`src/rtl/sr_guard_pkg.sv`:
```
package sr_guard_pkg;

    typedef struct packed {
        logic       pen;
        logic [1:0] bp;
        logic       wel;
        logic       busy;
    } sreg_t;

    localparam int SR_PEN_BIT  = 7;
    localparam int SR_BP_HI    = 3;
    localparam int SR_BP_LO    = 2;

endpackage

```
`src/rtl/sr_fence.sv`:
```
module sr_fence #(
    parameter int PG_W = 6
) (
    input  logic [1:0]      bp,
    input  logic [PG_W-1:0] page,
    output logic            hit
);
    always_comb begin
        case (bp)
            2'b00:   hit = 1'b0;
            2'b01:   hit = &page[PG_W-1:PG_W-2];
            2'b10:   hit = page[PG_W-1];
            default: hit = 1'b1;
        endcase
    end
endmodule

```
`src/rtl/sr_perm.sv`:
```
module sr_perm (
    input  logic wel,
    input  logic busy,
    input  logic pen,
    input  logic pin,
    input  logic fence_hit,
    output logic arr_ok,
    output logic sr_ok
);
    logic pin_lock;

    always_comb begin
        pin_lock = pen & ~pin;
        arr_ok   = wel & ~busy & ~fence_hit;
        sr_ok    = wel & ~busy & ~pin_lock;
    end
endmodule

```
`src/rtl/sr_state.sv`:
```
module sr_state
    import sr_guard_pkg::*;
#(
    parameter logic [1:0] RST_BP  = 2'b00,
    parameter logic       RST_PEN = 1'b0
) (
    input  logic       clk,
    input  logic       rst_n,
    input  logic       set_ev,
    input  logic       clr_ev,
    input  logic       sr_go,
    input  logic [7:0] sr_data,
    input  logic       arr_go,
    input  logic       busy_in,
    output sreg_t      q
);
    sreg_t d, q_q;

    always_comb begin
        d      = q_q;
        d.busy = busy_in;
        if (sr_go) begin
            d.pen = sr_data[SR_PEN_BIT];
            d.bp  = sr_data[SR_BP_HI:SR_BP_LO];
        end
        if (set_ev)
            d.wel = 1'b1;
        if (clr_ev || sr_go || arr_go)
            d.wel = 1'b0;
    end

    always_ff @(posedge clk or negedge rst_n) begin
        if (!rst_n) begin
            q_q.pen  <= RST_PEN;
            q_q.bp   <= RST_BP;
            q_q.wel  <= 1'b0;
            q_q.busy <= 1'b0;
        end else begin
            q_q <= d;
        end
    end

    assign q = q_q;

    // a set with no clearing event leaves the latch high
    a_r2_set_takes: assert property (@(posedge clk) disable iff (!rst_n)
        (set_ev && !clr_ev && !sr_go && !arr_go) |=> q_q.wel);

    // a clear event always wins
    a_r2_clr_wins: assert property (@(posedge clk) disable iff (!rst_n)
        clr_ev |=> !q_q.wel);

    // busy bit tracks the input one clock later
    a_r1_busy_lag: assert property (@(posedge clk) disable iff (!rst_n)
        busy_in |=> q_q.busy);
endmodule

```
`src/rtl/sr_guard.sv`:
```
module sr_guard
    import sr_guard_pkg::*;
#(
    parameter int         ADDR_W    = 10,
    parameter int         PAGE_LOG2 = 4,
    parameter logic [1:0] RST_BP    = 2'b00,
    parameter logic       RST_PEN   = 1'b0
) (
    input  logic                        clk,
    input  logic                        rst_n,
    input  logic                        wel_set_i,
    input  logic                        wel_clr_i,
    input  logic                        busy_i,
    input  logic                        prot_pin_i,
    input  logic [ADDR_W-PAGE_LOG2-1:0] page_i,
    input  logic                        arr_commit_i,
    input  logic                        sr_commit_i,
    input  logic [7:0]                  sr_data_i,
    output logic [7:0]                  status_o,
    output logic                        arr_ok_o,
    output logic                        sr_ok_o
);
    localparam int PG_W = ADDR_W - PAGE_LOG2;

    sreg_t st;
    logic  fence_hit;
    logic  sr_go, arr_go;

    sr_fence #(.PG_W(PG_W)) u_fence (
        .bp   (st.bp),
        .page (page_i),
        .hit  (fence_hit)
    );

    sr_perm u_perm (
        .wel       (st.wel),
        .busy      (st.busy),
        .pen       (st.pen),
        .pin       (prot_pin_i),
        .fence_hit (fence_hit),
        .arr_ok    (arr_ok_o),
        .sr_ok     (sr_ok_o)
    );

    always_comb begin
        sr_go  = sr_commit_i & sr_ok_o;
        arr_go = arr_commit_i & arr_ok_o;
    end

    sr_state #(.RST_BP(RST_BP), .RST_PEN(RST_PEN)) u_state (
        .clk     (clk),
        .rst_n   (rst_n),
        .set_ev  (wel_set_i),
        .clr_ev  (wel_clr_i),
        .sr_go   (sr_go),
        .sr_data (sr_data_i),
        .arr_go  (arr_go),
        .busy_in (busy_i),
        .q       (st)
    );

    always_comb begin
        status_o = {st.pen, 3'b000, st.bp, st.wel, st.busy};
    end

    // fenced page never allowed
    a_r4_fence_blocks: assert property (@(posedge clk) disable iff (!rst_n)
        fence_hit |-> !arr_ok_o);

    // no latch, no write
    a_r5_no_latch: assert property (@(posedge clk) disable iff (!rst_n)
        !status_o[1] |-> (!arr_ok_o && !sr_ok_o));

    // enabled pin held low locks the status register
    a_r5_pin_lock: assert property (@(posedge clk) disable iff (!rst_n)
        (status_o[7] && !prot_pin_i) |-> !sr_ok_o);

    // an accepted status commit clears the latch
    a_r6_commit_clears: assert property (@(posedge clk) disable iff (!rst_n)
        (sr_commit_i && sr_ok_o) |=> !status_o[1]);

    // a refused status commit keeps the configuration bits
    a_r7_denied_stable: assert property (@(posedge clk) disable iff (!rst_n)
        (sr_commit_i && !sr_ok_o) |=> $stable(status_o[7:2]));

    // an accepted array commit clears the latch
    a_r8_arr_clears: assert property (@(posedge clk) disable iff (!rst_n)
        (arr_commit_i && arr_ok_o) |=> !status_o[1]);
endmodule

```
`config.mk`:
```
export PLATFORM = sky130hd
export DESIGN_NAME = sr_guard
export DESIGN_NICKNAME = d
export VERILOG_FILES = /design/src/rtl/sr_guard_pkg.sv /design/src/rtl/sr_fence.sv /design/src/rtl/sr_perm.sv /design/src/rtl/sr_state.sv /design/src/rtl/sr_guard.sv
export SDC_FILE = /design/constraint.sdc
export NUM_CORES = 1
export LEC_CHECK = 0
export BUFFER_PORTS_ARGS = -buffer_cell sky130_fd_sc_hd__buf_2
export CORE_AREA = 2 2 39 41
export CTS_BUF_LIST = sky130_fd_sc_hd__clkbuf_2 sky130_fd_sc_hd__clkbuf_4 sky130_fd_sc_hd__clkbuf_8
export DETAILED_ROUTE_END_ITERATION = 10
export DIE_AREA = 0 0 41 43
export GPL_ROUTABILITY_DRIVEN = 1
export PLACE_DENSITY = 0.54
export SLEW_MARGIN = 0
export SYNTH_ARGS = -nofsm -noshare
export SYNTH_HDL_FRONTEND = slang
export SYNTH_SLANG_ARGS = --single-unit
```
`constraint.sdc`:
```
create_clock -name clk -period 1.2 [get_ports clk]
set_input_delay 0.12 -clock clk [delete_from_list [all_inputs] [get_ports clk]]
set_output_delay 0.12 -clock clk [all_outputs]
set_load 0.05 [all_outputs]
```
Yosys cells after proc, flatten, opt, wreduce, memory -nomap -nowiden:

Index checks and enable logic that the tools add are counted.
Widths: inputs -> output; s select.

* reduce and logical (&&, ||, !) cells: 5
* mux-type cells: 3
* bitwise gates (word level): 10
* eq/ne operators: 2

Operators by type and width (number)
* $and 1x1->1: 6
* $not 1->1: 4
* $pmux 1 s3: 1
* $eq 2x1->1 const B: 1
* $eq 2x2->1 const B: 1
* $logic_not 2->1: 1
* $logic_or 1x1->1: 2
* $mux 1: 2
* $reduce_and 2->1: 1
* $reduce_bool 2->1: 1

* input bits: 22
* word-level logic and storage cells: 24
* output and inout bits: 10
* register bits: 5

Depth between registers and ports, before layout:

Gate-level depths: netlist of run 1.

* depth after elaboration: 8
* depth in mapped cells: 3
* depth with buffers taken out: 3

Hierarchy:

Synthesis of run 1 repeated with hierarchy kept, for this count alone.

* cell total of the unflattened synthesis: 23
* area, all modules: 251.5 um2

By module, submodules not included
* sr_state: area an instance 168.9 um2, instances 1, cells each 10, seq. area each 125.1 um2
* sr_guard: area an instance 38.8 um2, instances 1, cells each 6, seq. area each 0.0 um2
* sr_perm: area an instance 30.0 um2, instances 1, cells each 4, seq. area each 0.0 um2
* sr_fence: area an instance 13.8 um2, instances 1, cells each 3, seq. area each 0.0 um2

Worst setup path before layout of run 1:

Ideal clock, no wire load.

* kind: reg-to-reg
* start point: reg, netlist name u_state.q[3]
* end point: reg, netlist name u_state.q[1]
* clock period less this slack: 2537 ps
* library setup time: 202 ps
* cell stages (with the launch flop): 4
* data required time: 998 ps
* data arrival time: 2336 ps
* setup slack: -1337 ps
* path buffers: 0
* cell sequence: dfrtp_1 > a21o_1 > a221oi_1 > a221oi_1

* longest elaborated chain between the ends: 7
* elaborated cells on any way between the ends: 10
* classes of those cells: eq/ne: 2; mux: 2; bitwise: 3; reduce/logical: 3

Ends and longest elaborated chain
* $eq 2x2->1 (tied with other cells): RTL line sr_fence.sv:9 `case (bp)`
* $pmux 1 s3 *: RTL line sr_fence.sv:9
* $not 1->1 *: RTL line sr_perm.sv:14 `arr_ok = wel & ~busy & ~fence_hit;`
* $and 1x1->1 *: RTL line sr_perm.sv:14
* net arr_ok_o: RTL line sr_guard.sv:20 `output logic arr_ok_o,`
* $and 1x1->1 *: RTL line sr_guard.sv:47 `arr_go = arr_commit_i & arr_ok_o;`
* $logic_or 1x1->1 *: RTL line sr_state.sv:28 `if (clr_ev || sr_go || arr_go)`
* $mux 1 / $reduce_bool 2->1 (equally long branches)

The timed path passes the listed nets; every way through them passes the cells marked *.
A chain may end at the register's enable or synchronous reset.

Worst setup path in the final report of run 1:

* start point: reg, netlist name u_state.q[3]
* end point: out arr_ok_o

* longest elaborated chain between the ends: 4
* elaborated cells on any way between the ends: 6
* classes of those cells: eq/ne: 2; mux: 1; bitwise: 2; reduce/logical: 1

Ends and longest elaborated chain (RTL line)
* $eq 2x2->1 (tied with other cells): sr_fence.sv:9
* $pmux 1 s3 *: sr_fence.sv:9
* $not 1->1 *: sr_perm.sv:14
* $and 1x1->1 *: sr_perm.sv:14
* end, declared: sr_guard.sv:20

Every way passes the cells marked *; elsewhere a longest branch is shown, timed or not.

==> metrics.cfg, run 1 <==
[run_status]
status=finished with violations
violations=negative setup slack

[logic_synthesis]
synth-edff-count=0
postSynthRegisterBits=5
synthDominantCellAreaShare_pct=42.4
postSynth.asyncResetShare_pct=100
synth.yosys.warnings=0
yosys.area.top_type=sky130_fd_sc_hd__dfrtp_1
synth_seq_area_share_pct=42.4
synth_cell_types=11
post-synth-top-count-cell=sky130_fd_sc_hd__buf_4
synth_ff_type=sky130_fd_sc_hd__dfrtp_1
syn_area_per_cell_um2=12.3
area_of_the_mapped_netlist_um2=295
synthCells=24
synth.area.top_cells=sky130_fd_sc_hd__dfrtp_1, sky130_fd_sc_hd__buf_4, sky130_fd_sc_hd__mux2_4
leading_post_synthesis_cells_by_instance_count=sky130_fd_sc_hd__buf_4, sky130_fd_sc_hd__dfrtp_1, sky130_fd_sc_hd__mux2_4

[grt]
maximum_number_of_pins_on_one_net_before_global_route_repair=6
grt_first_pass_wirelength_um=1010
antenna_found_initial=0
grt_overflow_total=0
grt_pass1_vias=263
grt_usage_pct=9.18

[power]
total_power_after_layout_w=0.000857
irDropWorstVdd_mv=0.733
leakagePower_nw=0.287
power.density_cell_area_mw_per_mm2=1600

[setup_path]
crit_cells=3
crit_slowest_cell=sky130_fd_sc_hd__dfrtp_2
setup.worst_path.start=u_state.q[3]
critical-path-max-stage-delay_ns=0.40
setup.worst_path.end_class=output port
critPathCapture=arr_ok_o
criticalPathCategory=reg2out
cp.buffers_inverters=1
regToRegSetupSlack_ns=-0.05
critical_path.reg2reg.startpoint=u_state.q[0]
cp_cell_sequence=a21o_1, a221oi_4, buf_6
crit_fanout=2
r2r-end=u_state.q[3]
delay_heaviest_family_cp=compound AO/OA/AOI/OAI gates
worstPathRequired_ns=1.08
critPathLaunchType=flop
reg2regPathDepth=3
worst_endpoint_data_arrival_time_ns=1.26

[die]
die_height_um=43
std_cell_rows=14
die_w_um=41
io_pins=32
initial_utilization_pct=21.3
core_mm2=0.00138
die-area_mm2=0.00176

[routing]
route.final.wire_length_um=679
vias_per_cell=4.00
route.vias.total=272
drtIter0Drc=2
drt-wirelength-per-cell_um=9.99
drt.antenna.violating_nets=0
drc_errors=0
router_iterations_before_antenna_repair=2

[clock_network]
tritoncts=yes
clk_transition_reported_paths_ns=0.04
clkLatencyLatePin_ns=0.24
numCtsBuffers=3
h-tree-depth=1
ctsRootBufferMaster=sky130_fd_sc_hd__clkbuf_4
clock_sink_count=5
max-clock-path-buffers=2

[finish]
seq_area_um2=126
max_ffs_per_register=5
layout.cell_area.non_filler_um2=534
share_of_layout_cells_above_drive_strength_1_pct=75.0
nNetsFinal=75
multi_input_area_um2=160
filler_cell_count=150
area_growth_pct=80.9
num_antenna_cells=0
post_layout_nonfiller_instances=68

[timing]
finClkSkew_ns=0.00437
fin_ws_ns=-0.183
period_share_pct=115
rsz0062_at_grt=true
fmax_mhz=723
period_needed_ns=1.38
drv_slew=0
timing.final.hold_violations=0
setup_viol=5

[place]
io_buffer_count=19
post-dp-hpwl_um=519
dp_area_um2=425
place_inst=59
routabilityCongestion=0.638

[job]
timing.max_cap.violations=0

[min_path]
holdCritPathClass=in2reg

cells in the final DEF, fill, tap and decap left out, drive strengths merged:
master       Yosys  final
a221oi           2      2
dfrtp            5      5
buf              6     26
inv              2      2
mux2             3      3
o21bai           1      1
a21oi            1      1
conb             1      3
clkbuf           0      4
dlygate4sd3      0      2
a21o             1      1
a211o            1      1
nand2b           1      1
cells by family (layout without fill, tap and decap cells):
kind of cell / Yosys count / after routing / share of synthesized area, %
AO/OA/AOI/OAI: 6 / 6 / 18.6
flip-flops: 5 / 5 / 42.4
buffers and inverters: 8 / 34 / 17.8
AND/OR/NAND/NOR: 1 / 1 / 4.66
multiplexers: 3 / 3 / 15.3
other: 1 / 3 / 1.27
metrics by stage:
| step | setup WS [ns] | utilization [%] | hold WS (ns) | setup TNS [ns] |
|---|---|---|---|---|
| global placement | -0.0419 | 30.7 | -0.0588 | -0.154 |
| CTS | -0.201 | 37.9 | 0.0564 | -0.436 |
| global route | -0.238 | 38.6 | 0.0617 | -0.519 |
| detailed placement | -0.0516 | 30.7 | -0.0573 | -0.186 |
| floorplan | -0.450 | - | -0.176 | -0.705 |
| finish | -0.183 | 38.6 | 0.0696 | -0.347 |
worst min-delay path by stage:
stage	from	to	slack (ns)	depth (start not counted)
floorplan	rst_n	u_state.q[0]	-0.18	0
finish	arr_commit_i	u_state.q[1]	0.07	2
detailed placement	rst_n	u_state.q[1]	-0.06	1
global placement	rst_n	u_state.q[1]	-0.06	1
CTS	arr_commit_i	u_state.q[1]	0.06	2
global route	arr_commit_i	u_state.q[1]	0.06	2
worst reg2reg max path, stage by stage (launching register included):
cell and delay [ns]:
sky130_fd_sc_hd__dfrtp_1 0.37, sky130_fd_sc_hd__nand2b_4 0.17, sky130_fd_sc_hd__a211o_4 0.30, sky130_fd_sc_hd__mux2_4 0.30
layer usage:
layer | vias to the layer above | share of wire [%] | global-route usage [%]
met4 | 0 | 0 | 8.00
met3 | 0 | 12 | 4.71
li1 | 131 | - | -
met5 | - | 0 | 0
met1 | 123 | 41 | 10.1
met2 | 18 | 47 | 12.2
what timing repair did:
action | CTS | global route
pin swaps | 2 | 1
setup buffers | 2 | 2
gates resized for setup | 8 | 2
endpoints found under the setup margin | 5 | 6
hold buffers | 2 | 0
endpoints found under the hold margin | 6 | 0
area by class of cell:
cell class	count	share of cell area, %
sequential	5	23.7
inverter	2	1.41
timing repair buffer	28	35.6
clock buffer	4	5.62
tap	16	3.75
multi-input combinational	13	30.0
power by group:
part	internal (W)	switching, W
logic	0.000161	0.000244
clock network	0.000148	0.0000656
registers	0.000205	0.0000332
Note: power is estimated with default switching activity, not from simulation.
==> run 2, diff against run 1 <==
--- a/config.mk
+++ b/config.mk
@@ -6,12 +6,13 @@
 export NUM_CORES = 1
 export LEC_CHECK = 0
 export BUFFER_PORTS_ARGS = -buffer_cell sky130_fd_sc_hd__buf_2
-export CORE_AREA = 2 2 39 41
+export CORE_AREA = 5 5 42 44
 export CTS_BUF_LIST = sky130_fd_sc_hd__clkbuf_2 sky130_fd_sc_hd__clkbuf_4 sky130_fd_sc_hd__clkbuf_8
 export DETAILED_ROUTE_END_ITERATION = 10
-export DIE_AREA = 0 0 41 43
+export DIE_AREA = 0 0 47 49
 export GPL_ROUTABILITY_DRIVEN = 1
 export PLACE_DENSITY = 0.54
+export RECOVER_POWER = 100
 export SLEW_MARGIN = 0
 export SYNTH_ARGS = -nofsm -noshare
 export SYNTH_HDL_FRONTEND = slang
==> run 2 against run 1 <==
The run still ends with negative setup slack left. Wire length decreased by 7.8%. Via count decreased by 11%. Clock skew increased by 0.00058 ns. Clock-buffer cell count unchanged.
==> metrics.cfg, run 2 (synthesized netlist as in run 1, its figures left out) <==
[run_status]
status=finished with violations
violations=negative setup slack

[finish]
layout.cells.most_common=sky130_fd_sc_hd__buf_2
layout.cell_area.non_filler_um2=505
max_ffs_per_register=5
share_of_layout_cells_above_drive_strength_1_pct=70.0
num_antenna_cells=0
final_core_util_pct=36.1
final_cell_mix=sky130_fd_sc_hd__buf_2, sky130_fd_sc_hd__clkbuf_4, sky130_fd_sc_hd__clkbuf_2, sky130_fd_sc_hd__buf_4, sky130_fd_sc_hd__dfrtp_1
area_growth_pct=71.2
nNetsFinal=73

[clock_network]
clock_sink_count=5
h-tree-depth=1
tritoncts=yes
clk_transition_reported_paths_ns=0.05
ctsRootBufferMaster=sky130_fd_sc_hd__clkbuf_4
post-cts-setup-buffers=0
numCtsBuffers=3
max-clock-path-buffers=2
clkLatencyLatePin_ns=0.24

[setup_path]
criticalPathCategory=reg2out
worstPathRequired_ns=1.08
setup.worst_path.start=u_state.q[3]
worst_endpoint_data_arrival_time_ns=1.26
crit_fanout=3
critical_path.reg2reg.startpoint=u_state.q[0]
critPathLaunchType=flop
setup.worst_path.end_class=output port

[die]
die_height_um=49
io_pins=32
std_cell_rows=14
core_mm2=0.00140
die-area_mm2=0.00230
initial_utilization_pct=21.1
die_w_um=47

[timing]
finClkSkew_ns=0.00495
fin_ws_ns=-0.175
rsz0062_at_grt=true
fmax_mhz=727
period_share_pct=115
timing.final.hold_violations=0
drv_slew=0
period_needed_ns=1.38
setup_viol=5

[grt]
maximum_number_of_pins_on_one_net_before_global_route_repair=6
grt_overflow_total=0
grt_pass1_vias=228
grt_usage_pct=6.01
grt_first_pass_wirelength_um=993
antenna_found_initial=0

[power]
switching_power_w=0.000336
power.sequential.fraction_pct=28.1
share_comb_of_total_power_pct=46.0
leakagePower_nw=0.268
irDropWorstVdd_mv=0.640
power.density_cell_area_mw_per_mm2=1650
internal_power_contribution_w=0.000496
switching_share_pct=40.4
clk_network_pwr_share_pct=26.0

[job]
timing.max_cap.violations=0

[routing]
vias_per_cell=3.68
drc_errors=0
drt-wirelength-per-cell_um=9.48
drtIter0Drc=0
route.final.wire_length_um=626
router_iterations_before_antenna_repair=1
drt.antenna.violating_nets=0
route.vias.total=243

[place]
dp_area_um2=433
routabilityCongestion=0.664
place_ws_ns=-0.0514
post-dp-hpwl_um=548
io_buffer_count=19

[min_path]
timing.hold.worst.start=arr_commit_i
holdCritPathClass=in2reg

## run 2: changes by cell type in the layout (fill, tap and decap cells not counted), sizes merged
cell    before  now
buf         26   19
clkbuf       4    9
## run 2: final cells by class
type | count | area (um^2)
Inverter | 2 | 7.51
Timing Repair Buffer | 26 | 168
Multi-Input combinational cell | 13 | 154
Tap cell | 16 | 20.0
Sequential cell | 5 | 126
Clock buffer | 4 | 30.0
Fill cell | 145 | 896
## run 2: power groups by stage
stage / combinational [W] / clock (W) / sequential (W)
final: 0.000382 / 0.000216 / 0.000233
after global routing: 0.000406 / 0.000240 / 0.000239
after global placement: 0.000365 / 0 / 0.000235
after detailed placement: 0.000366 / 0 / 0.000237
after floorplan: 0.000202 / 0 / 0.000318
after CTS: 0.000386 / 0.000228 / 0.000235
## run 2: path summary, 6_finish.rpt
kind / endpoint / slack (ns) / cells after the start
max in group asynchronous: u_state.q[3] / 0.71 / 2
max reg2reg: u_state.q[3] / -0.05 / 3
min reg2reg: u_state.q[2] / 0.60 / 1
min: u_state.q[1] / 0.06 / 2
max: arr_ok_o / -0.18 / 3
min in group asynchronous: u_state.q[2] / 0.26 / 2
## run 2: worst max-delay path, stage by stage, from the launching register on
cell                       delay, ns
sky130_fd_sc_hd__dfrtp_2        0.39
sky130_fd_sc_hd__buf_4          0.15
sky130_fd_sc_hd__a221oi_4       0.28
sky130_fd_sc_hd__buf_6          0.20
## run 2: repair_timing
action,CTS,global route
gates resized for setup,6,0
setup endpoints to repair,5,5
hold endpoints to repair,6,0
hold buffers,2,0
pin swaps,1,0
## run 2: through the flow
stage	power (W)	hold slack, ns	setup TNS (ns)	instances
after CTS	0.000849	0.0597	-0.503	66
after global placement	0.000600	-0.0606	-0.194	60
after floorplan	0.000519	-0.176	-0.705	26
after global routing	0.000886	0.0584	-0.662	66
final	0.000832	0.0624	-0.428	66
after detailed placement	0.000602	-0.0604	-0.195	60
## run 2: metal layers
layer  track usage, %  vias to the layer above  share of wire (%)
met3             1.48                        0                 11
li1                 -                      127                  -
met2             7.69                       13                 48
met4             5.53                        0                  0
met5                0                        -                  0
met1             7.80                      103                 42
